## src/rtl/cfgsum_pkg.sv

```systemverilog
// Package: shared byte type and the effective-length rule of the record.
// Assumes the record length field is one byte wide.
package cfgsum_pkg;

    localparam int BYTE_W = 8;

    typedef logic [BYTE_W-1:0] byte_t;

    // Clamp a raw length value so the record covers both fixed fields.
    function automatic byte_t eff_len(input byte_t raw, input byte_t floor_len);
        return (raw < floor_len) ? floor_len : raw;
    endfunction

endpackage

```

## src/rtl/cfgsum_tracker.sv

```systemverilog
// Module: tracks the position inside the record, latches the length byte and
// flags the final byte. Assumes LEN_POS is below 255 and that the length
// field is clamped to FLOOR_LEN.
module cfgsum_tracker
    import cfgsum_pkg::*;
#(
    parameter int    LEN_POS   = 2,
    parameter byte_t FLOOR_LEN = 8'd3
) (
    input  logic  clk,
    input  logic  rst_n,
    input  logic  start,
    input  logic  in_valid,
    input  byte_t in_byte,
    output logic  accept,
    output byte_t idx,
    output logic  last_beat
);

    localparam byte_t LEN_IDX = byte_t'(LEN_POS);

    logic  active_q;
    byte_t cnt_q;
    byte_t len_q;
    byte_t bound;
    logic  at_len;
    logic  past_len;

    // Decide whether this beat is accepted and whether it closes the record.
    always_comb begin
        accept    = active_q & in_valid & ~start;
        at_len    = (cnt_q == LEN_IDX);
        past_len  = (cnt_q > LEN_IDX);
        bound     = at_len ? eff_len(in_byte, FLOOR_LEN) : len_q;
        last_beat = accept & (at_len | past_len) & (cnt_q == byte_t'(bound - byte_t'(1)));
        idx       = cnt_q;
    end

    // Advance position, capture the length, close the record on its last byte.
    always_ff @(posedge clk) begin
        if (!rst_n) begin
            active_q <= 1'b0;
            cnt_q    <= '0;
            len_q    <= FLOOR_LEN;
        end else if (start) begin
            active_q <= 1'b1;
            cnt_q    <= '0;
            len_q    <= FLOOR_LEN;
        end else if (accept) begin
            cnt_q <= cnt_q + byte_t'(1);
            if (at_len) begin
                len_q <= eff_len(in_byte, FLOOR_LEN);
            end
            if (last_beat) begin
                active_q <= 1'b0;
            end
        end
    end

endmodule

```

## src/rtl/cfgsum_accum.sv

```systemverilog
// Module: modulo-256 accumulator and capture register for the stored checksum.
// Assumes accept is only high for bytes that belong to the open record.
module cfgsum_accum
    import cfgsum_pkg::*;
#(
    parameter int CSUM_POS = 1
) (
    input  logic  clk,
    input  logic  rst_n,
    input  logic  start,
    input  logic  accept,
    input  byte_t idx,
    input  byte_t in_byte,
    output byte_t sum_o,
    output byte_t stored_o
);

    localparam byte_t CSUM_IDX = byte_t'(CSUM_POS);

    byte_t sum_q;
    byte_t stored_q;

    // Add every accepted byte; the checksum byte is added like any other.
    always_ff @(posedge clk) begin
        if (!rst_n || start) begin
            sum_q <= '0;
        end else if (accept) begin
            sum_q <= sum_q + in_byte;
        end
    end

    // Keep a copy of the byte at the checksum index.
    always_ff @(posedge clk) begin
        if (!rst_n || start) begin
            stored_q <= '0;
        end else if (accept && (idx == CSUM_IDX)) begin
            stored_q <= in_byte;
        end
    end

    assign sum_o    = sum_q;
    assign stored_o = stored_q;

endmodule

```

## src/rtl/cfgsum_verdict.sv

```systemverilog
// Module: forms the computed checksum and the one-cycle verdict outputs.
// Assumes sum_i and stored_i are stable in the cycle after the last byte.
module cfgsum_verdict
    import cfgsum_pkg::*;
(
    input  logic  clk,
    input  logic  rst_n,
    input  logic  start,
    input  logic  adjust_en,
    input  logic  last_beat,
    input  byte_t sum_i,
    input  byte_t stored_i,
    output logic  done,
    output logic  match,
    output logic  fix_valid,
    output byte_t csum_out
);

    logic  done_q;
    logic  adj_q;
    byte_t computed;

    // Register the end-of-record flag into the verdict pulse.
    always_ff @(posedge clk) begin
        if (!rst_n) begin
            done_q <= 1'b0;
        end else begin
            done_q <= last_beat;
        end
    end

    // Hold the regeneration request for the record opened by start.
    always_ff @(posedge clk) begin
        if (!rst_n) begin
            adj_q <= 1'b0;
        end else if (start) begin
            adj_q <= adjust_en;
        end
    end

    // Remove the stored byte from the sum, invert, and compare.
    always_comb begin
        computed  = ~byte_t'(sum_i - stored_i);
        done      = done_q;
        match     = done_q & (computed == stored_i);
        fix_valid = done_q & adj_q;
        csum_out  = done_q ? computed : '0;
    end

endmodule

```

## src/rtl/cfg_record_checksum.sv

```systemverilog
// Module: top of the streaming configuration-record checksum checker.
// Assumes LEN_POS and CSUM_POS are distinct indices below 255.
module cfg_record_checksum
    import cfgsum_pkg::*;
#(
    parameter int LEN_POS  = 2,
    parameter int CSUM_POS = 1
) (
    input  logic       clk,
    input  logic       rst_n,
    input  logic       start,
    input  logic       adjust_en,
    input  logic       in_valid,
    input  logic [7:0] in_byte,
    output logic       done,
    output logic       match,
    output logic       fix_valid,
    output logic [7:0] csum_out
);

    localparam int    LAST_FIXED = (LEN_POS > CSUM_POS) ? LEN_POS : CSUM_POS;
    localparam byte_t FLOOR_LEN  = byte_t'(LAST_FIXED + 1);

    logic  accept;
    logic  last_beat;
    byte_t idx;
    byte_t sum_w;
    byte_t stored_w;

    cfgsum_tracker #(
        .LEN_POS   (LEN_POS),
        .FLOOR_LEN (FLOOR_LEN)
    ) i_tracker (
        .clk       (clk),
        .rst_n     (rst_n),
        .start     (start),
        .in_valid  (in_valid),
        .in_byte   (in_byte),
        .accept    (accept),
        .idx       (idx),
        .last_beat (last_beat)
    );

    cfgsum_accum #(
        .CSUM_POS (CSUM_POS)
    ) i_accum (
        .clk      (clk),
        .rst_n    (rst_n),
        .start    (start),
        .accept   (accept),
        .idx      (idx),
        .in_byte  (in_byte),
        .sum_o    (sum_w),
        .stored_o (stored_w)
    );

    cfgsum_verdict i_verdict (
        .clk       (clk),
        .rst_n     (rst_n),
        .start     (start),
        .adjust_en (adjust_en),
        .last_beat (last_beat),
        .sum_i     (sum_w),
        .stored_i  (stored_w),
        .done      (done),
        .match     (match),
        .fix_valid (fix_valid),
        .csum_out  (csum_out)
    );

endmodule

```

## config.mk

```make
export PLATFORM = sky130hd
export DESIGN_NAME = cfg_record_checksum
export DESIGN_NICKNAME = d
export VERILOG_FILES = /design/src/rtl/cfgsum_pkg.sv /design/src/rtl/cfgsum_tracker.sv /design/src/rtl/cfgsum_accum.sv /design/src/rtl/cfgsum_verdict.sv /design/src/rtl/cfg_record_checksum.sv
export SDC_FILE = /design/constraint.sdc
export NUM_CORES = 1
export LEC_CHECK = 0
export BUFFER_PORTS_ARGS = -buffer_cell sky130_fd_sc_hd__buf_2
export CAP_MARGIN = 25
export CORE_MARGIN = 2
export CORE_UTILIZATION = 54
export DETAILED_ROUTE_END_ITERATION = 16
export PLACE_DENSITY = 0.77
export REMOVE_ABC_BUFFERS = 1
export SYNTH_ARGS = -nofsm -noshare
export SYNTH_HDL_FRONTEND = slang
export SYNTH_SLANG_ARGS = --single-unit
```

## constraint.sdc

```tcl
create_clock -name clk -period 3.26 [get_ports clk]
set_clock_uncertainty 0.05 [all_clocks]
set_input_delay 0 -clock clk [delete_from_list [all_inputs] [get_ports clk]]
set_output_delay 0 -clock clk [all_outputs]
set_load 0.05 [all_outputs]
```

==> Word level (Yosys, flattened, before mapping) <==
Index checks and enable logic that the tools add are counted.
{ "classes": {"n_addsub": 4, "magnitude_cmp": 2, "eq_ne": 4, "muxes": 6, "bitwise_logic": 10, "reduce_logical": 7} }
{ "op_table": {"columns": ["operator", "n"], "rows": [
  ["2-to-1 mux 8 bit", 3],
  ["== test 8 bit", 2],
  ["adder 8 x 1 -> 8 bit (second input constant)", 1],
  ["adder 8 bit", 1],
  ["== test 8 x 1 -> 1 bit (second input constant)", 1],
  ["== test 8 x 2 -> 1 bit (second input constant)", 1],
  ["> comparator 8 x 2 -> 1 bit (second input constant)", 1],
  ["less-than comparator 8 x 2 -> 1 bit (second input constant)", 1],
  ["NOT 8 bit", 1],
  ["subtractor 8 x 1 -> 8 bit (second input constant)", 1],
  ["subtractor 8 bit", 1],
  ["bitwise AND 1 bit", 6],
  ["nonzero test 2 bit", 2],
  ["2-to-1 mux 1 bit", 3],
  ["NOT 1 bit", 2],
  ["AND reduction 2 bit", 1],
  ["OR reduction 2 bit", 1],
  ["logical AND 1 bit", 1],
  ["zero test 1 bit", 1],
  ["logical OR 1 bit", 1],
  ["bitwise OR 1 bit", 1]
]} }
{ "word_totals": {"regBits": 35, "in_bits": 13, "output_inout_bits": 11, "word_cells": 40} }

==> Logic depth before layout (Yosys ltp) <==
Gate-level depths: netlist of run 1.
{ "depth": {"ltp_word": 9, "depth_mapped": 12, "mapped_depth_nobuf": 11} }

==> Modules after synthesis <==
A second synthesis of run 1 with hierarchy kept.
{ "hier_totals": {"cells_unflattened": 314, "hier_area_um2": 2718.9} }
{ "modules_own_cells": {"columns": ["mod", "n_inst", "cells_per_inst", "area_each_um2", "seq_area_each_um2"], "rows": [
  ["cfgsum_tracker", 1, 133, 1146.1, 340.3],
  ["cfgsum_accum", 1, 102, 938.4, 320.3],
  ["cfgsum_verdict", 1, 79, 634.4, 40.0]
]} }

==> Least setup slack after synthesis of run 1 <==
Ideal clock, no wire load.
{ "synth_path": {"kind": "flip-flop to output port", "start": "reg i_accum.stored_q[0], in the netlist i_accum.stored_o[0]", "end": "out match", "arrival_ns": 3.365, "required_time_ns": 3.210, "setup_slack_ns": -0.155, "path_stages_with_launch": 10, "n_path_buf": 0, "cell_sequence": "dfxtp_1 > ha_1 > inv_1 > fa_1 > a21o_1 > a21oi_1 > o21bai_1 > a21oi_1 > xnor3_1 > nor4_1"} }
{ "synth_between": {"elab_chain_len": 4} }
{ "synth_lines": {"columns": ["element", "line", "source"], "rows": [
  ["from (decl)", "cfgsum_accum.sv:21", "byte_t stored_q;"],
  ["from (signal assigned)", "cfgsum_accum.sv:37", "stored_q <= in_byte;"],
  ["subtractor 8 bit", "cfgsum_verdict.sv:43", "computed = ~byte_t'(sum_i - stored_i);"],
  ["NOT 8 bit", "cfgsum_verdict.sv:43", null],
  ["== test 8 bit (*)", "cfgsum_verdict.sv:45", "match = done_q & (computed == stored_i);"],
  ["bitwise AND 1 bit (*)", "cfgsum_verdict.sv:45", null],
  ["to (decl)", "cfg_record_checksum.sv:16", "output logic match,"]
]} }
Every way passes the cells marked *; elsewhere a longest branch is shown, timed or not.

==> Worst setup path in the final report of run 1 <==
{ "layout_path": {"start": "reg i_tracker.cnt_q[4], in the netlist i_tracker.idx[4]", "end": "reg i_tracker.active_q"} }
{ "layout_between": {"elab_chain_len": 7, "word_cells_on_any_way": 10, "cone_classes": "add/sub (1); order compare (1); eq/ne (2); mux (1); bitwise (3); reduce/logical (2)"} }
{ "layout_lines": {"columns": ["element", "line", "source"], "rows": [
  ["from (decl)", "cfgsum_tracker.sv:23", "byte_t cnt_q;"],
  ["from (signal assigned)", "cfgsum_tracker.sv:50", "cnt_q <= cnt_q + byte_t'(1);"],
  ["== test 8 x 2 -> 1 bit", "cfgsum_tracker.sv:32", "at_len = (cnt_q == LEN_IDX);"],
  ["2-to-1 mux 8 bit", "cfgsum_tracker.sv:34", "bound = at_len ? eff_len(in_byte, FLOOR_LEN) : len_q;"],
  ["subtractor 8 x 1 -> 8 bit", "cfgsum_tracker.sv:35", "last_beat = accept & (at_len | past_len) & (cnt_q == byte_t'(bound - byte_t'(1)));"],
  ["== test 8 bit", "cfgsum_tracker.sv:35", null],
  ["bitwise AND 1 bit (*)", "cfgsum_tracker.sv:35", null],
  ["nonzero test 2 bit (no line) (*)", null, null],
  ["AND reduction 2 bit (no line) (*)", null, null],
  ["to (signal assigned)", "cfgsum_tracker.sv:42", "active_q <= 1'b0;"],
  ["to (signal assigned)", "cfgsum_tracker.sv:46", "active_q <= 1'b1;"],
  ["to (signal assigned)", "cfgsum_tracker.sv:55", "active_q <= 1'b0;"],
  ["to (decl)", "cfgsum_tracker.sv:22", "logic active_q;"]
]} }
Marks and branches as above.
A chain may end at the register's enable or synchronous reset.

==> results of run 1 <==
-- metrics by stage --
step / power [mW] / hold slack [ns] / setup slack [ns] / utilization [%] / instances
5_1_grt: 0.900 / 0.0556 / -0.0141 / 64.2 / 402
3_3_place_gp: 0.548 / 0.212 / 0.233 / 59.7 / 383
4_1_cts: 0.866 / 0.0215 / 0.126 / 63.4 / 400
2_1_floorplan: 0.512 / 0.0782 / -0.227 / - / 297
3_5_place_dp: 0.551 / 0.234 / 0.137 / 59.7 / 383
6_report: 0.859 / 0.0248 / 0.164 / 64.2 / 402
-- cell usage after synthesis (2+ instances only) --
cell type	count	share of area, %
a211oi_1	4	1.2
a21o_1	4	1.2
a21oi_1	21	4.1
a31oi_1	2	0.49
and2_1	8	2.0
and3_1	4	0.98
clkbuf_1	7	1.0
dfxtp_1	35	27
fa_1	2	1.6
ha_1	18	8.8
inv_1	22	3.2
mux2i_1	13	5.1
nand2_1	28	4.1
nand3_1	6	1.2
nand3b_1	2	0.59
nand4_1	5	1.2
nor2_1	31	4.6
nor2b_1	7	1.7
nor3_1	6	1.2
nor4_1	2	0.49
o211ai_1	7	2.1
o21a_1	3	0.88
o21ai_0	7	1.4
o41ai_1	2	0.69
or4_1	2	0.59
xnor2_1	17	5.8
xnor3_1	4	3.5
xor2_1	14	4.8
-- cell type report --
class                   count  area [µm²]  share of cell area (%)
multi-input cells         240        1750                    58.9
flip-flops and latches     35         701                    23.6
repair buffers             43         288                    9.69
inverters                  22        82.6                    2.78
clock buffers               7        76.3                    2.57
well taps                  54        67.6                    2.27
clock inverters             1        5.00                   0.168
-- layout by cell type, fill, tap and decap left out, types with 11 or more instances in the layout --
cell type / count
a21oi_1: 20
buf_2: 23
buf_4: 11
dfxtp_1: 35
ha_1: 17
inv_1: 22
mux2i_1: 11
nand2_1: 28
nor2_1: 31
xnor2_1: 17
xor2_1: 14
-- registers in the layout, indices dropped and copies added (netlist names) --
name                count
i_tracker.idx           8
i_tracker.len_q         8
i_verdict.adj_q         1
i_accum.stored_o        8
i_accum.sum_o           8
i_verdict.done          1
i_tracker.active_q      1
-- cell families (layout without fill, tap and decap cells) --
| kind of cell | count (synthesis) | count (layout) | share of synthesized area (%) |
|---|---|---|---|
| XOR/XNOR | 35 | 35 | 14.2 |
| AND/OR/NAND/NOR | 113 | 113 | 23.0 |
| multiplexers | 14 | 14 | 5.54 |
| AO/OA/AOI/OAI | 58 | 58 | 14.7 |
| flip-flops | 35 | 35 | 27.4 |
| adder cells (fa/ha/maj) | 20 | 20 | 10.4 |
| buffers and inverters | 31 | 73 | 4.75 |
-- final timing paths --
| path | startpoint | to | slack, ns | depth (start not counted) |
|---|---|---|---|---|
| worst min register to register | i_tracker.len_q[7] | i_tracker.len_q[7] | 0.42 | 2 |
| worst max register to register | i_tracker.idx[4] | i_tracker.active_q | 0.16 | 10 |
| worst max-delay path | i_tracker.idx[4] | i_tracker.active_q | 0.16 | 10 |
| worst min-delay path | start | i_tracker.len_q[0] | 0.02 | 3 |
-- metal layers --
layer / share of wire (%) / wire length [µm] / global-route usage (%) / vias up
met3: 3.0 / 180 / 4.56 / 28
met4: 5.5 / 336 / 16.3 / 0
met2: 48 / 2890 / 41.4 / 48
met5: 0 / 0 / 0 / -
li1: - / - / - / 1160
met1: 44 / 2650 / 29.6 / 1063
-- worst reg2reg max path, stage by stage (launching register included) --
cell	delay [ns]
dfxtp_1	0.40
nor4_2	0.29
and4bb_2	0.32
mux2i_2	0.27
ha_2	0.23
or3b_2	0.52
nor3_2	0.17
xnor2_1	0.16
mux2i_1	0.20
o211ai_1	0.13
o31a_1	0.25
-- what timing repair did --
item / 4_1_cts / 5_1_grt
hold buffers: 9 / 0
endpoints found under the hold margin: 8 / 0
setup buffers: 0 / 2
setup endpoints to repair: 0 / 2
resized for setup: 0 / 6
-- power by group --
part           internal (mW)  switching, mW
sequential             0.433        0.00446
clock                  0.150          0.157
combinational         0.0515         0.0638
==> out/metrics.yaml, run 1 <==
outcome: "complete, no violations"
cts_made_buffers: 5
die_x_um: 72.8
grt_pass1_wl_mm: 10.2
antenna_found_initial: 0
critical_path_class: "flop to flop"
max_freq_ghz: 0.323
ys_seq_elements: 35
setup_viol: 0
core_mm2: 0.00463
vias: 2299
synth_seq_area_share_pct: 27.4
die_area_mm2: 0.00530
track_usage_pct: 25.0
fin_tns_setup_ns: 0
drt_iter0_drc: 115
powerDensity_mw_per_mm2: 289
critPathTopFamily: "simple AND/OR/NAND/NOR gates"
required_ns: 3.40
tightest_slew_ns: 0.686
power.leakage_nw: 1.29
critPathMaxStageDelay_ns: 0.52
crit_chain: "nor4_2 > and4bb_2 > mux2i_2 > ha_2 > or3b_2 > nor3_2 > xnor2_1 > mux2i_1 > o211ai_1 > o31a_1"
h-tree-depth: 2
crit_slowest_cell: "or3b_2"
overflow: 0
cts_root_buf: "clkbuf_8"
slew-limit-headroom_pct: 54.3
async_flop_share_pct: 0
ant_nets: 0
die_h_um: 72.8
cts.sinks: 35
viasPerCell: 5.72
design_area_mm2: 0.00297
crit_fanout: 7
final-hold-violation-count: 0
cts_tree: "yes"
dpl.hpwl_mm: 4.53
crit_arrival_ns: 3.23
first_global_vias: 2280
period_minus_slack_ns: 3.10
fillers: 413
avgSynthCellArea_um2: 8.35
cts.reportedPaths.clkPinSlew_ns: 0.07
synthCells: 306
start_util_pct: 55.2
final.period_utilization_pct: 95.0
path_buf_inv: 0
hp-class: "primary input to flop"
worst_skew_pair.late_latency_ns: 0.29
rows: 25
critPathLaunchType: "flop"
synth_edf_count: 0
syn_area_mm2: 0.00255
yosysWarnings: 0
final_nets: 380
syn2layout_area_growth_pct: 16.3
ir_worst_vdd_mv: 0.245
cp-end-kind: "flop"
dr.pass1.iters: 4
yosysUniqueCellTypes: 51
placed_area_mm2: 0.00277
cap_violations: 0
num_antenna_cells: 0
grt_start_max_net_pins: 17
slew_violations: 0
routed_wl_mm: 6.06
cts_buffer_depth: 2
io_buffers: 23
num_io_pins: 24
gp_congestion: 0.877
layout-drive-gt1-share_pct: 15.2
wl_per_cell_um: 15.1
synth_ff_type: "dfxtp_1"
drc: 0
No activity file was read; power rests on OpenSTA's default activity.
==> run 2: changes to the inputs <==
--- a/config.mk
+++ b/config.mk
@@ -7,10 +7,12 @@
 export LEC_CHECK = 0
 export BUFFER_PORTS_ARGS = -buffer_cell sky130_fd_sc_hd__buf_2
 export CAP_MARGIN = 25
+export CELL_PAD_IN_SITES_DETAIL_PLACEMENT = 1
+export CELL_PAD_IN_SITES_GLOBAL_PLACEMENT = 2
 export CORE_MARGIN = 2
-export CORE_UTILIZATION = 54
+export CORE_UTILIZATION = 33
 export DETAILED_ROUTE_END_ITERATION = 16
-export PLACE_DENSITY = 0.77
+export PLACE_DENSITY_LB_ADDON = 0.1
 export REMOVE_ABC_BUFFERS = 1
 export SYNTH_ARGS = -nofsm -noshare
 export SYNTH_HDL_FRONTEND = slang
==> run 2 against run 1 <==
  * Sequential share of layout area fell by 0.45 points
  * Register-to-register slack gained 0.04 ns
  * Design area increased by 1.9%
  * Via count is 0.39% lower
  * Clock-buffer cell count fell by 1
  * Sequential power about the same
  * Largest cell class unchanged
  * Final cell count up 11%
  * Non-clock buffer count down 1
  * Global-route usage is 7.0 points lower
  * Highest routed layer unchanged
  * Critical endpoint unchanged
  * First-iteration DRC count fell by 54%
  * Sequential cell count stayed put
  * Power is 2.7% higher
==> out/metrics.yaml, run 2 (synthesis results as in run 1) <==
rsz0062_at_grt: "no"
period_minus_slack_ns: 3.06  # was 3.10 ns
critPathCapture: "i_tracker.active_q"  # unchanged
cp-end-kind: "flop"  # unchanged
r2r_slack_ns: 0.20  # was 0.16 ns
cts.sinks: 35  # unchanged
slew_violations: 0  # unchanged
die_h_um: 92.0  # was 72.8 µm
powerDensity_mw_per_mm2: 291  # was 289 mW/mm²
postCtsSetupBuffers: 0  # unchanged
gp_congestion: 0.862  # was 0.877
cap_violations: 0  # unchanged
r2r_start: "i_tracker.idx[2]"  # was i_tracker.idx[4]
ir_worst_vdd_mv: 0.136  # was 0.245 mV
final-hold-violation-count: 0  # unchanged
dp_slack_ns: 0.145  # was 0.137 ns
r2r-end: "i_tracker.active_q"  # unchanged
track_usage_pct: 18.0  # was 25.0%
placed_area_mm2: 0.00284  # was 0.00277 mm²
overflow: 0  # unchanged
outcome: "complete, no violations"  # unchanged
grt_pass1_wl_mm: 11.9  # was 10.2 mm
vias: 2290  # was 2299
die_area_mm2: 0.00846  # was 0.00530 mm²
core_mm2: 0.00761  # was 0.00463 mm²
cts_tree: "yes"  # unchanged
fillers: 945  # was 413
tightest_slew_ns: 0.714  # was 0.686 ns
drc: 0  # unchanged
cts_made_buffers: 5  # unchanged
start_util_pct: 33.6  # was 55.2%
rows: 32  # was 25
dr.pass1.iters: 4  # unchanged
num_antenna_cells: 0  # unchanged
syn2layout_area_growth_pct: 18.6  # was 16.3%
grt_start_max_net_pins: 17  # unchanged
fin_tns_setup_ns: 0  # unchanged
final_common_cell: "dfxtp_1"  # unchanged
holdWs_ns: 0.0214  # was 0.0248 ns
hp-class: "primary input to flop"  # unchanged
h-tree-depth: 2  # unchanged
power.leakage_nw: 1.29  # about the same
design_area_mm2: 0.00303  # was 0.00297 mm²
first_global_vias: 2269  # was 2280
antenna_found_initial: 0  # unchanged
critPathLaunchType: "flop"  # unchanged
crit_start: "i_tracker.idx[2]"  # was i_tracker.idx[4]
viasPerCell: 5.11  # was 5.72
r2r_cells: 10  # unchanged
required_ns: 3.39  # was 3.40 ns
ant_nets: 0  # unchanged
drt_iter0_drc: 53  # was 115
slew-limit-headroom_pct: 52.2  # was 54.3%
crit_fanout: 4  # was 7
final.period_utilization_pct: 93.8  # was 95.0%
wl_per_cell_um: 16.2  # was 15.1 µm
die_x_um: 92.0  # was 72.8 µm
num_io_pins: 24  # unchanged
worst_slack_ns: 0.202  # was 0.164 ns
routed_wl_mm: 7.24  # was 6.06 mm
io_buffers: 23  # unchanged
final_nets: 379  # was 380
cts_root_buf: "clkbuf_8"  # unchanged
cts_buffer_depth: 2  # unchanged
cts.reportedPaths.clkPinSlew_ns: 0.07  # about the same
layout-drive-gt1-share_pct: 15.6  # was 15.2%
mostFrequentLayoutCells: "dfxtp_1, nor2_1, nand2_1"  # unchanged
max_freq_ghz: 0.327  # was 0.323 GHz
topRoutingLayerUsed: "met4"  # unchanged
worst_skew_pair.late_latency_ns: 0.29  # about the same
wl_met3_um: 150  # was 180 µm
setup_viol: 0  # unchanged
route.met2.wl_mm: 3.79  # was 2.89 mm
critical_path_class: "flop to flop"  # unchanged
wl_met1_mm: 3.19  # was 2.65 mm
crit_arrival_ns: 3.19  # was 3.23 ns
power.total_mw: 0.882  # was 0.859 mW
dpl.hpwl_mm: 5.50  # was 4.53 mm
==> run 2: where the power goes <==
group,leakage (nW),switching (mW),internal (mW)
Sequential,0.283,0.00458,0.432
Clock,0.0470,0.161,0.166
Combinational,0.957,0.0673,0.0507
Total,1.29,0.233,0.649
==> run 2: area by class of cell <==
cell class	instances	area (µm²)	share of cell area, %
clock buffer	6	82.6	2.73
clock inverter	1	5.00	0.165
inverter	22	82.6	2.73
multi-input combinational	240	1750	57.9
sequential	35	701	23.1
tap	102	128	4.21
timing repair buffer	42	278	9.17
==> run 2: critical path, cell delays in order (launching register included) <==
cell and delay (ns):
dfxtp_1 0.33, nor4_2 0.29, and4bb_2 0.31, mux2i_1 0.27, ha_2 0.26, or3b_2 0.52, nor3_2 0.15, xnor2_1 0.15
mux2i_1 0.23, o211ai_1 0.14, o31a_1 0.26
==> run 2: stage by stage <==
step	instances	utilization (%)
detailed placement	433	37.3
CTS	448	39.5
floorplan	297	-
global route	448	39.8
finish	448	39.8
global placement	433	37.3
==> run 2: worst min path at each step <==
| stage | startpoint | end | slack (ns) | depth (start not counted) |
|---|---|---|---|---|
| finish | in_byte[3] | i_tracker.len_q[3] | 0.02 | 3 |
| global route | in_byte[3] | i_tracker.len_q[3] | 0.04 | 3 |
| CTS | in_byte[3] | i_tracker.len_q[3] | 0.009 | 3 |
| detailed placement | adjust_en | i_verdict.adj_q | 0.22 | 3 |
| global placement | adjust_en | i_verdict.adj_q | 0.21 | 3 |
| floorplan | rst_n | i_verdict.adj_q | 0.08 | 1 |
==> run 2: what timing repair did <==
| item | 4_1_cts | 5_1_grt |
|---|---|---|
| hold buffers | 8 | 0 |
| setup endpoints to repair | 0 | 2 |
| endpoints found under the hold margin | 7 | 0 |
| resized for setup | 0 | 6 |
==> run 2: layer usage <==
metal / up-vias / track usage (%)
met1: 1100 / 21.7
met5: - / 0
met2: 30 / 33.3
met3: 9 / 2.38
li1: 1151 / -
met4: 0 / 5.22
==> run 3: changes to the inputs <==
--- a/config.mk
+++ b/config.mk
@@ -12,7 +12,7 @@
 export CORE_MARGIN = 2
 export CORE_UTILIZATION = 33
 export DETAILED_ROUTE_END_ITERATION = 16
-export PLACE_DENSITY_LB_ADDON = 0.1
+export PLACE_DENSITY = 0.84
 export REMOVE_ABC_BUFFERS = 1
 export SYNTH_ARGS = -nofsm -noshare
 export SYNTH_HDL_FRONTEND = slang
==> run 3 against run 2 <==
  * Non-clock buffer count unchanged
  * Sequential power barely moved
  * Via count increased by 0.17%
  * Wire length is 5.1% lower
  * First-iteration DRC count shrank 13%
  * Clock power rose by 28%
  * Design area is 0.66% higher
  * Critical endpoint unchanged
  * Core utilization is 0.26 points higher
  * Die area unchanged
  * Highest routed layer unchanged
  * Sequential share of layout area is 0.11 points lower
  * Register-to-register slack worse by 0.03 ns
==> out/metrics.yaml, run 3 (synthesis results as in run 1) <==
cap_violations: 0  # unchanged
wl_per_cell_um: 15.3  # was 16.2 µm
crit_slowest_cell: "or3b_2"  # unchanged
power.total_mw: 0.971  # was 0.882 mW
rsz0062_at_grt: "no"  # unchanged
core_mm2: 0.00761  # unchanged
final-hold-violation-count: 0  # unchanged
critical_path_class: "flop to flop"  # unchanged
max_freq_ghz: 0.324  # was 0.327 GHz
fin_tns_setup_ns: 0  # unchanged
seq_area_um2: 702  # was 701 µm²
cts.reportedPaths.clkPinSlew_ns: 0.08  # was 0.07 ns
drt_iter0_drc: 46  # was 53
cts_buffer_depth: 2  # unchanged
crit_fanout: 4  # unchanged
powerDensity_mw_per_mm2: 319  # was 291 mW/mm²
critPathMaxStageDelay_ns: 0.50  # was 0.52 ns
postCtsSetupBuffers: 0  # unchanged
dr.pass1.iters: 4  # unchanged
crit_arrival_ns: 3.23  # was 3.19 ns
dp_slack_ns: 0.120  # was 0.145 ns
slew_violations: 0  # unchanged
die_area_mm2: 0.00846  # unchanged
required_ns: 3.40  # was 3.39 ns
first_global_vias: 2279  # was 2269
tightest_slew_ns: 0.603  # was 0.714 ns
drc: 0  # unchanged
whs_path_depth: 3  # unchanged
slew-limit-headroom_pct: 59.3  # was 52.2%
io_buffers: 23  # unchanged
grt_start_max_net_pins: 17  # unchanged
die_h_um: 92.0  # unchanged
viasPerCell: 5.11  # about the same
start_util_pct: 33.6  # unchanged
r2r_cells: 10  # unchanged
grt_pass1_wl_mm: 11.2  # was 11.9 mm
outcome: "complete, no violations"  # unchanged
overflow: 0  # unchanged
routed_wl_mm: 6.87  # was 7.24 mm
vias: 2294  # was 2290
layout-drive-gt1-share_pct: 15.6  # about the same
critPathLaunchType: "flop"  # unchanged
path_buf_inv: 0  # unchanged
syn2layout_area_growth_pct: 19.4  # was 18.6%
cp.depth: 10  # unchanged
ir_worst_vdd_mv: 0.196  # was 0.136 mV
cts.sinks: 35  # unchanged
hp-class: "primary input to flop"  # unchanged
mostFrequentLayoutCells: "dfxtp_1, nor2_1, nand2_1"  # unchanged
final_common_cell: "dfxtp_1"  # unchanged
fillers: 943  # was 945
crit_chain: "nor4_2 > and4bb_1 > mux2i_2 > ha_2 > or3b_2 > nor3_2 > xnor2_1 > mux2i_1 > o211ai_1 > o31a_1"  # was nor4_2 > and4bb_2 > mux2i_1 > ha_2 > or3b_2 > nor3_2 > xnor2_1 > mux2i_1 > o211ai_1 > o31a_1
setup_viol: 0  # unchanged
gp_congestion: 0.858  # was 0.862
worst_skew_pair.late_latency_ns: 0.29  # about the same
rows: 32  # unchanged
cp-end-kind: "flop"  # unchanged
placedCellCount: 434  # was 433
multiInputGateArea_mm2: 0.00174  # was 0.00175 mm²
cts_made_buffers: 5  # unchanged
h-tree-depth: 2  # unchanged
dpl.hpwl_mm: 5.30  # was 5.50 mm
final.period_utilization_pct: 94.8  # was 93.8%
final_nets: 379  # unchanged
track_usage_pct: 16.7  # was 18.0%
power.leakage_nw: 1.30  # was 1.29 nW
critPathTopFamily: "simple AND/OR/NAND/NOR gates"  # unchanged
die_x_um: 92.0  # unchanged
period_minus_slack_ns: 3.09  # was 3.06 ns
final_cell_count_no_fill: 449  # was 448
num_io_pins: 24  # unchanged
cts_tree: "yes"  # unchanged
worst_slack_ns: 0.170  # was 0.202 ns
ant_nets: 0  # unchanged
antenna_found_initial: 0  # unchanged
cts_root_buf: "clkbuf_8"  # unchanged
num_antenna_cells: 0  # unchanged
run 3: changes by cell type in the layout (fill, tap and decap cells not counted), sizes merged:
cell | before | now
buf | 34 | 35
bufinv | 0 | 1
dlygate4sd3 | 8 | 7
run 3: final timing paths:
kind                     from                 end  slack [ns]
min                in_byte[4]  i_tracker.len_q[4]        0.01
min reg2reg  i_accum.sum_o[3]    i_accum.sum_o[3]        0.43
max          i_tracker.idx[2]  i_tracker.active_q        0.17
max reg2reg  i_tracker.idx[2]  i_tracker.active_q        0.17
run 3: routing by layer:
layer | part of all wire (%) | vias to the layer above | track usage, %
li1 | - | 1153 | -
met1 | 47 | 1119 | 20.7
met2 | 50 | 17 | 30.0
met3 | 1.7 | 5 | 2.63
met4 | 0.74 | 0 | 4.23
met5 | 0 | - | 0
run 3: cell type report:
| type | instances | share of cell area (%) |
|---|---|---|
| clock buffer | 6 | 2.71 |
| timing repair buffer | 42 | 9.03 |
| multi-input combinational | 240 | 57.2 |
| tap | 102 | 4.19 |
| clock inverter | 2 | 1.15 |
| sequential | 35 | 23.0 |
| inverter | 22 | 2.71 |
run 3: timing repair:
item                                   in CTS  in global routing
endpoints found under the hold margin       6                  0
hold buffers                                7                  0
setup endpoints to repair                   0                  2
gates resized for setup                     0                  4
run 3: tightest hold or removal path, cell delays in order:
cell and delay [ns]:
buf_2 0.16, nand2_1 0.08, a21oi_1 0.06
run 3: stage by stage:
| step | cell area (µm²) | hold slack, ns | util [%] |
|---|---|---|---|
| floorplan | 2510 | 0.0782 | - |
| global placement | 2850 | 0.212 | 37.4 |
| detailed placement | 2850 | 0.220 | 37.4 |
| CTS | 3040 | 0.00612 | 39.9 |
| global route | 3050 | 0.0214 | 40.1 |
| finish | 3050 | 0.0133 | 40.1 |
run 3: where the power goes:
group	internal [mW]	leakage (nW)	switching, mW
registers	0.432	0.283	0.00461
clock network	0.248	0.0612	0.171
logic	0.0499	0.959	0.0653
